[src/rtl/pic_cas_pkg.sv]
package pic_cas_pkg;
  localparam int unsigned PIC_LINES   = 8;
  localparam int unsigned PIC_VEC_W   = 8;
  localparam int unsigned PIC_CASC    = 2;
  localparam logic [7:0]  PIC_BASE_M  = 8'h08;
  localparam logic [7:0]  PIC_BASE_S  = 8'h70;
endpackage

[src/rtl/pic_cas_resolver.sv]
module pic_cas_resolver #(
  parameter int unsigned LINES     = 8,
  parameter int unsigned IDX_W     = 3,
  parameter int unsigned CASC_IDX  = 2,
  parameter bit          NEST_CASC = 1'b0
) (
  input  logic [LINES-1:0] req,
  input  logic [LINES-1:0] mask,
  input  logic [LINES-1:0] isr,
  output logic             win,
  output logic [IDX_W-1:0] win_idx
);
  int lim;

  // lowest-numbered in-service bit sets the priority ceiling
  always_comb begin
    lim = LINES;
    for (int i = LINES - 1; i >= 0; i--) begin
      if (isr[i]) lim = i;
    end
  end

  always_comb begin
    win     = 1'b0;
    win_idx = '0;
    for (int i = LINES - 1; i >= 0; i--) begin
      if (req[i] && !mask[i] &&
          ((i < lim) || (NEST_CASC && (i == lim) && (i == int'(CASC_IDX))))) begin
        win     = 1'b1;
        win_idx = IDX_W'(i);
      end
    end
  end
endmodule

[src/rtl/pic_cas_bank.sv]
module pic_cas_bank #(
  parameter int unsigned LINES     = 8,
  parameter int unsigned VEC_W     = 8,
  parameter int unsigned CASC_IDX  = 2,
  parameter bit          NEST_CASC = 1'b0,
  parameter logic [VEC_W-1:0] BASE_RST = '0,
  localparam int unsigned IDX_W    = $clog2(LINES)
) (
  input  logic             clk,
  input  logic             rst,
  input  logic [LINES-1:0] req_set,
  input  logic [LINES-1:0] mask,
  input  logic             init,
  input  logic [VEC_W-1:0] init_base,
  input  logic             ack_take,
  input  logic             eoi,
  input  logic [IDX_W-1:0] eoi_idx,
  output logic [LINES-1:0] irr,
  output logic [LINES-1:0] isr,
  output logic             pending,
  output logic [IDX_W-1:0] idx,
  output logic [VEC_W-1:0] base,
  output logic             fire
);
  localparam logic [VEC_W-1:0] ALIGN = ~VEC_W'((1 << IDX_W) - 1);

  logic [LINES-1:0] irr_eff, win_bit, ack_bit, eoi_bit;
  logic             win;
  logic [IDX_W-1:0] win_idx;

  assign irr_eff = irr | req_set;

  pic_cas_resolver #(
    .LINES(LINES), .IDX_W(IDX_W), .CASC_IDX(CASC_IDX), .NEST_CASC(NEST_CASC)
  ) res_i (
    .req(irr_eff), .mask(mask), .isr(isr), .win(win), .win_idx(win_idx)
  );

  assign fire    = win && !pending && !init;
  assign win_bit = fire     ? (LINES'(1) << win_idx) : '0;
  assign ack_bit = ack_take ? (LINES'(1) << idx)     : '0;
  assign eoi_bit = eoi      ? (LINES'(1) << eoi_idx) : '0;

  always_ff @(posedge clk) begin
    if (rst) begin
      irr     <= '0;
      isr     <= '0;
      pending <= 1'b0;
      idx     <= '0;
      base    <= BASE_RST;
    end else if (init) begin
      irr     <= '0;
      isr     <= '0;
      pending <= 1'b0;
      base    <= init_base & ALIGN;
    end else begin
      irr <= irr_eff & ~win_bit & ~ack_bit;
      isr <= (isr & ~eoi_bit) | ack_bit;
      if (ack_take) begin
        pending <= 1'b0;
      end else if (fire) begin
        pending <= 1'b1;
        idx     <= win_idx;
      end
    end
  end
endmodule

[src/rtl/cascade_ack_seq.sv]
module cascade_ack_seq
  import pic_cas_pkg::*;
#(
  parameter int unsigned LINES  = PIC_LINES,
  parameter int unsigned VEC_W  = PIC_VEC_W,
  parameter int unsigned CASC   = PIC_CASC,
  parameter logic [VEC_W-1:0] BASE_M = PIC_BASE_M,
  parameter logic [VEC_W-1:0] BASE_S = PIC_BASE_S,
  localparam int unsigned IDX_W = $clog2(LINES),
  localparam int unsigned ALL   = 2 * LINES
) (
  input  logic             clk,
  input  logic             rst,
  input  logic [ALL-1:0]   req_i,
  input  logic [ALL-1:0]   mask_i,
  input  logic             ack_i,
  input  logic             eoi_i,
  input  logic [IDX_W:0]   eoi_line_i,
  input  logic             init_m_i,
  input  logic             init_s_i,
  input  logic [VEC_W-1:0] init_base_i,
  output logic             intr_o,
  output logic [VEC_W-1:0] vector_o,
  output logic [ALL-1:0]   isr_o,
  output logic [ALL-1:0]   irr_o
);
  logic [LINES-1:0] m_req, m_irr, m_isr, s_irr, s_isr;
  logic             m_pend, s_pend, m_fire, s_fire;
  logic [IDX_W-1:0] m_idx, s_idx;
  logic [VEC_W-1:0] m_base, s_base, vec_now, vec_hold;
  logic             ack_real, ack_casc;

  // primary inputs: external lines, except the cascade slot fed by the secondary pick
  for (genvar g = 0; g < LINES; g++) begin : g_mreq
    if (g == CASC) begin : g_casc
      assign m_req[g] = s_fire;
    end else begin : g_ext
      assign m_req[g] = req_i[g];
    end
  end

  assign ack_real = ack_i && m_pend;
  assign ack_casc = ack_real && (m_idx == IDX_W'(CASC));

  pic_cas_bank #(
    .LINES(LINES), .VEC_W(VEC_W), .CASC_IDX(CASC), .NEST_CASC(1'b1), .BASE_RST(BASE_M)
  ) m_bank_i (
    .clk(clk), .rst(rst), .req_set(m_req), .mask(mask_i[LINES-1:0]),
    .init(init_m_i), .init_base(init_base_i), .ack_take(ack_real),
    .eoi(eoi_i && !eoi_line_i[IDX_W]), .eoi_idx(eoi_line_i[IDX_W-1:0]),
    .irr(m_irr), .isr(m_isr), .pending(m_pend), .idx(m_idx), .base(m_base),
    .fire(m_fire)
  );

  pic_cas_bank #(
    .LINES(LINES), .VEC_W(VEC_W), .CASC_IDX(CASC), .NEST_CASC(1'b0), .BASE_RST(BASE_S)
  ) s_bank_i (
    .clk(clk), .rst(rst), .req_set(req_i[ALL-1:LINES]), .mask(mask_i[ALL-1:LINES]),
    .init(init_s_i), .init_base(init_base_i), .ack_take(ack_casc),
    .eoi(eoi_i && eoi_line_i[IDX_W]), .eoi_idx(eoi_line_i[IDX_W-1:0]),
    .irr(s_irr), .isr(s_isr), .pending(s_pend), .idx(s_idx), .base(s_base),
    .fire(s_fire)
  );

  always_comb begin
    if (!m_pend)                     vec_now = m_base + VEC_W'(LINES - 1);
    else if (m_idx == IDX_W'(CASC))  vec_now = s_base + VEC_W'(s_idx);
    else                             vec_now = m_base + VEC_W'(m_idx);
  end

  always_ff @(posedge clk) begin
    if (rst)        vec_hold <= BASE_M + VEC_W'(LINES - 1);
    else if (ack_i) vec_hold <= vec_now;
  end

  assign vector_o = ack_i ? vec_now : vec_hold;
  assign intr_o   = m_pend;
  assign isr_o    = {s_isr, m_isr};
  assign irr_o    = {s_irr, m_irr};
endmodule

[config.mk]
export PLATFORM = sky130hd
export DESIGN_NAME = cascade_ack_seq
export DESIGN_NICKNAME = d
export VERILOG_FILES = /design/src/rtl/pic_cas_pkg.sv /design/src/rtl/pic_cas_resolver.sv /design/src/rtl/pic_cas_bank.sv /design/src/rtl/cascade_ack_seq.sv
export SDC_FILE = /design/constraint.sdc
export NUM_CORES = 1
export LEC_CHECK = 0
export ABC_CLOCK_PERIOD_IN_PS = 2550
export BUFFER_PORTS_ARGS = -buffer_cell sky130_fd_sc_hd__buf_2
export CORE_UTILIZATION = 40
export CTS_BUF_LIST = sky130_fd_sc_hd__clkbuf_4
export DETAILED_ROUTE_END_ITERATION = 8
export HOLD_SLACK_MARGIN = 0.1
export PLACE_DENSITY_LB_ADDON = 0.1
export REMOVE_ABC_BUFFERS = 1
export SYNTH_ARGS = -nofsm -noshare
export SYNTH_HDL_FRONTEND = slang
export SYNTH_SLANG_ARGS = --single-unit
[constraint.sdc]
create_clock -name clk -period 2.55 [get_ports clk]
set_input_delay 0.51 -clock clk [delete_from_list [all_inputs] [get_ports clk]]
set_output_delay 0.51 -clock clk [all_outputs]
set_load 0.005 [all_outputs]
==> Flow_metrics.wiki <==
{| class="wikitable"
! Metric !! Value
|-
| Maximum root-to-sink buffer count || 2
|-
| Reg2reg start || s_bank_i.isr[1]$_SDFF_PP0_
|-
| RSZ-0062 raised after global routing || false
|-
| Yosys reg bits || 58
|-
| Post-synthesis to final-layout area growth || 23.78%
|-
| First-pass GRT wire length || 12.81 mm
|-
| Placed instance area || 3445 µm²
|-
| Share of flip-flops with an asynchronous set or reset || 0%
|-
| Compound-gate portion of the synthesized area || 22.99%
|-
| DRC marker count from the first detailed-route iteration || 124
|-
| Largest net degree at the start of global routing || 20
|-
| Initial Utilization || 41.75%
|-
| Result of the run || completed
|-
| Largest fanout of any net on the critical path || 8
|-
| Via/cell ratio || 5.255
|-
| End of the worst hold path || s_bank_i.base[5]$_SDFFE_PP1P_
|-
| Area share of xor/xnor cells in the synthesized design || 0%
|-
| Area of the core || 6869 µm²
|-
| Leakage Power || 0.001543 µW
|-
| Most instantiated flip-flop cell in the synthesis netlist || sky130_fd_sc_hd__dfxtp_1
|-
| Met3 track demand over resource || 6.762%
|-
| Final-layout fill cell count || 715
|-
| Main combinational cell family by area after synthesis || simple AND/OR/NAND/NOR gates
|-
| RePlAce Congestion || 0.8765
|-
| Number of buffers added on ports || 86
|-
| Cell taking the most area after synthesis || sky130_fd_sc_hd__dfxtp_1
|-
| Reg2reg setup slack || 300 ps
|-
| M1 GR Usage || 29.59%
|-
| Number of different library cells in the post-synthesis netlist || 50
|-
| Simple-gate portion of the synthesized area || 29.14%
|-
| Shortest clock period the worst path allows after layout || 2325 ps
|-
| Max_slew headroom || 66.93%
|-
| Adder-cell share of the synthesized area || 0%
|-
| Setup TNS || 0 ps
|-
| Antenna Diode Count || 0
|-
| Highest ir drop seen on vdd || 0.3320 mV
|-
| Post-route clock period utilization || 91.17%
|-
| Total GRT Usage || 22.36%
|-
| Number of cells on the worst reg-to-reg path || 5
|-
| Final cell utilization of the core || 51.68%
|-
| Htree depth || 3
|-
| Min-Delay Path Depth || 2
|-
| Global Route met2 Usage || 35.06%
|-
| CTS Buf Count || 9
|-
| Slowest stage cell on the critical path || sky130_fd_sc_hd__dfxtp_1
|-
| Root buf cell || sky130_fd_sc_hd__clkbuf_4
|-
| Multiplexer area fraction after synthesis || 4.887%
|-
| Clock Skews || 9.989 ps
|-
| CTS Hold Bufs || 0
|-
| Final Slew Violations || 0
|-
| Number of nets still failing antenna checks after routing || 0
|-
| Fraction of post-synthesis cell area in the top cell type by area || 40.49%
|-
| I/O pins || 91
|-
| Proportion of layout cells with a drive suffix above 1 || 28.98%
|-
| Total iterations of the first detailed-routing run || 4
|-
| Cell row count || 30
|-
| Estimated wirelength of the detail-placed design || 5.928 mm
|-
| Worst stage delay on the critical path || 460 ps
|-
| Clock Latency Late Sink || 400 ps
|-
| Via count || 2,880
|-
| Synth warnings || 0
|-
| Cell breakdown of the critical path || nor2b_1, and3b_2, mux2i_1, a21oi_1, buf_2
|-
| Die span in y || 86.67 µm
|-
| Top achievable clock speed || 430.1 MHz
|-
| Crit path max-delay family || simple AND/OR/NAND/NOR gates
|-
| Reg-to-reg critical path endpoint || s_bank_i.irr[7]$_SDFF_PP0_
|-
| Worst Hold Launch || init_base_i[5]
|-
| Number of global-route vias before repair || 2,653
|-
| Cells after DPL || 532
|-
| Antenna violations before repair || 0
|-
| Pwr per Cell Area || 514.3 nW/µm²
|-
| Reported max-cap violation count || 0
|-
| Final hold viol count || 0
|-
| GRT overflow || 0
|-
| Most Used Layer, Global Route || met2
|-
| Syn_area_per_cell || 8.124 µm²
|-
| Post-CTS clock slew at the launch and capture registers of the worst setup and hold paths || 100 ps
|-
| Worst setup slack after layout || 225.2 ps
|-
| Cell count after synthesis || 353
|-
| Number of cells in the finished layout apart from fillers || 548
|-
| Final setup fails || 0
|-
| Sequential standard cell area || 1161 µm²
|-
| Average routed wire per standard cell || 14.21 µm
|-
| Total number of clock tree sinks || 58
|-
| Die Area || 7512 µm²
|-
| NumNets Final || 497
|-
| Clock tree from TritonCTS || built
|-
| Required @ worst endpoint || 2040 ps
|-
| Critical path buffer and inverter count || 1
|-
| Aggregate routed wire length || 7.788 mm
|-
| Type of the worst setup path || reg -> out
|-
| Summed instance area of the synthesized netlist || 2868 µm²
|-
| Most frequently used cell type in the post-synthesis netlist || sky130_fd_sc_hd__dfxtp_1
|-
| Cell types occupying the most area after synthesis || sky130_fd_sc_hd__dfxtp_1 (40%), sky130_fd_sc_hd__nor2_1 (7.5%), sky130_fd_sc_hd__a21oi_1 (5.6%)
|-
| Die extent in x || 86.67 µm
|-
| Data arrival time of the worst path || 1810 ps
|-
| Most instantiated cells after synthesis || sky130_fd_sc_hd__dfxtp_1 (58), sky130_fd_sc_hd__nor2_1 (57), sky130_fd_sc_hd__a21oi_1 (32)
|-
| Post-placement worst setup slack || 73.49 ps
|-
| Sequential-to-total area share from yosys stat || 40.49%
|-
| Worst hold-check path type || in -> reg
|-
| Combined area of the multi-input logic cells || 1637 µm²
|-
| Final instance area || 3550 µm²
|-
| Critical Path Sink Type || output port
|-
| Number of synthesized flops with an enable pin || 0
|-
| Drc violations || 0
|-
| Transition time of the tightest slew-check pin || 490.9 ps
|-
| Category of the worst setup path launch point || flop
|}
==> power breakdown <==
part           total [µW]  internal [µW]  switching, µW
Combinational         314            144            170
Sequential            973            944           29.1
Clock                 539            210            329
==> logic make-up (layout without fill, tap and decap cells) <==
logic type      after synthesis  count (layout)
simple gates                164             164
compound gates               98              98
flops                        58              58
buf+inv                      19             118
mux                          14              14
==> routing by layer <==
layer | vias to the layer above | wire [µm]
met2 | 76 | 3511
met1 | 1333 | 3726
met4 | 0 | 96
li1 | 1460 | -
met5 | - | 0
met3 | 11 | 453
==> area by class of cell <==
cell class	instances	share of cell area, %
clock buffer	11	2.326
clock inverter	5	0.5992
inverter	6	0.6345
multi-input combinational	276	46.11
sequential	58	32.71
tap	96	3.384
timing repair buffer	96	14.24
==> metrics by stage <==
stage / hold WS [ps] / total power, µW
finish: 330.7 / 1826
global placement: 475.6 / 1304
floorplan: 459.6 / 1170
global route: 285.5 / 1929
CTS: 296.7 / 1849
detailed placement: 484.2 / 1307
==> state kept, by name (all words and copies together), names as in the netlist, 5 cells and up <==
signal	count
m_bank_i.base	5
m_bank_i.irr	8
m_bank_i.isr	8
s_bank_i.base	5
s_bank_i.irr	8
s_bank_i.isr	8
vec_hold	8
==> how the worst max path moves through the flow <==
stage                                 startpoint                      endpoint  cells after the start
finish              m_bank_i.idx[1]$_SDFFE_PP0P_                   vector_o[6]                      5
CTS                 m_bank_i.idx[1]$_SDFFE_PP0P_                   vector_o[6]                      5
detailed placement                     req_i[13]  m_bank_i.idx[1]$_SDFFE_PP0P_                      8
global route        m_bank_i.idx[1]$_SDFFE_PP0P_                   vector_o[4]                      5
floorplan                              req_i[10]  m_bank_i.idx[0]$_SDFFE_PP0P_                      6
global placement                       req_i[13]  m_bank_i.idx[0]$_SDFFE_PP0P_                      8
==> what timing repair did <==
item | in CTS | in global routing
endpoints found under the setup margin | 0 | 5
resized for setup | 0 | 1
setup buffers | 0 | 0
==> layout by cell type, fill, tap and decap left out, drive strengths merged, types with 3 or more instances in the layout <==
cell    synthesis  final
and3            5      5
dfxtp          58     58
or4             3      3
inv             6      6
nor3           11     11
a211oi          4      4
o31ai           3      3
mux2i          14     14
nor2           57     57
a211o           6      6
nand2          26     26
nor4            4      4
o21ai          19     19
or2            10     10
a31oi           6      6
o21bai          5      5
clkbuf         13     11
o31a            4      4
nand3b          4      4
a21oi          34     34
o211ai          4      4
nand2b          7      7
or3             4      4
nand3          10     10
buf             0     96
clkinv          0      5
and2            3      3
nor2b          14     14
Note: power is estimated with default switching activity, not from simulation.
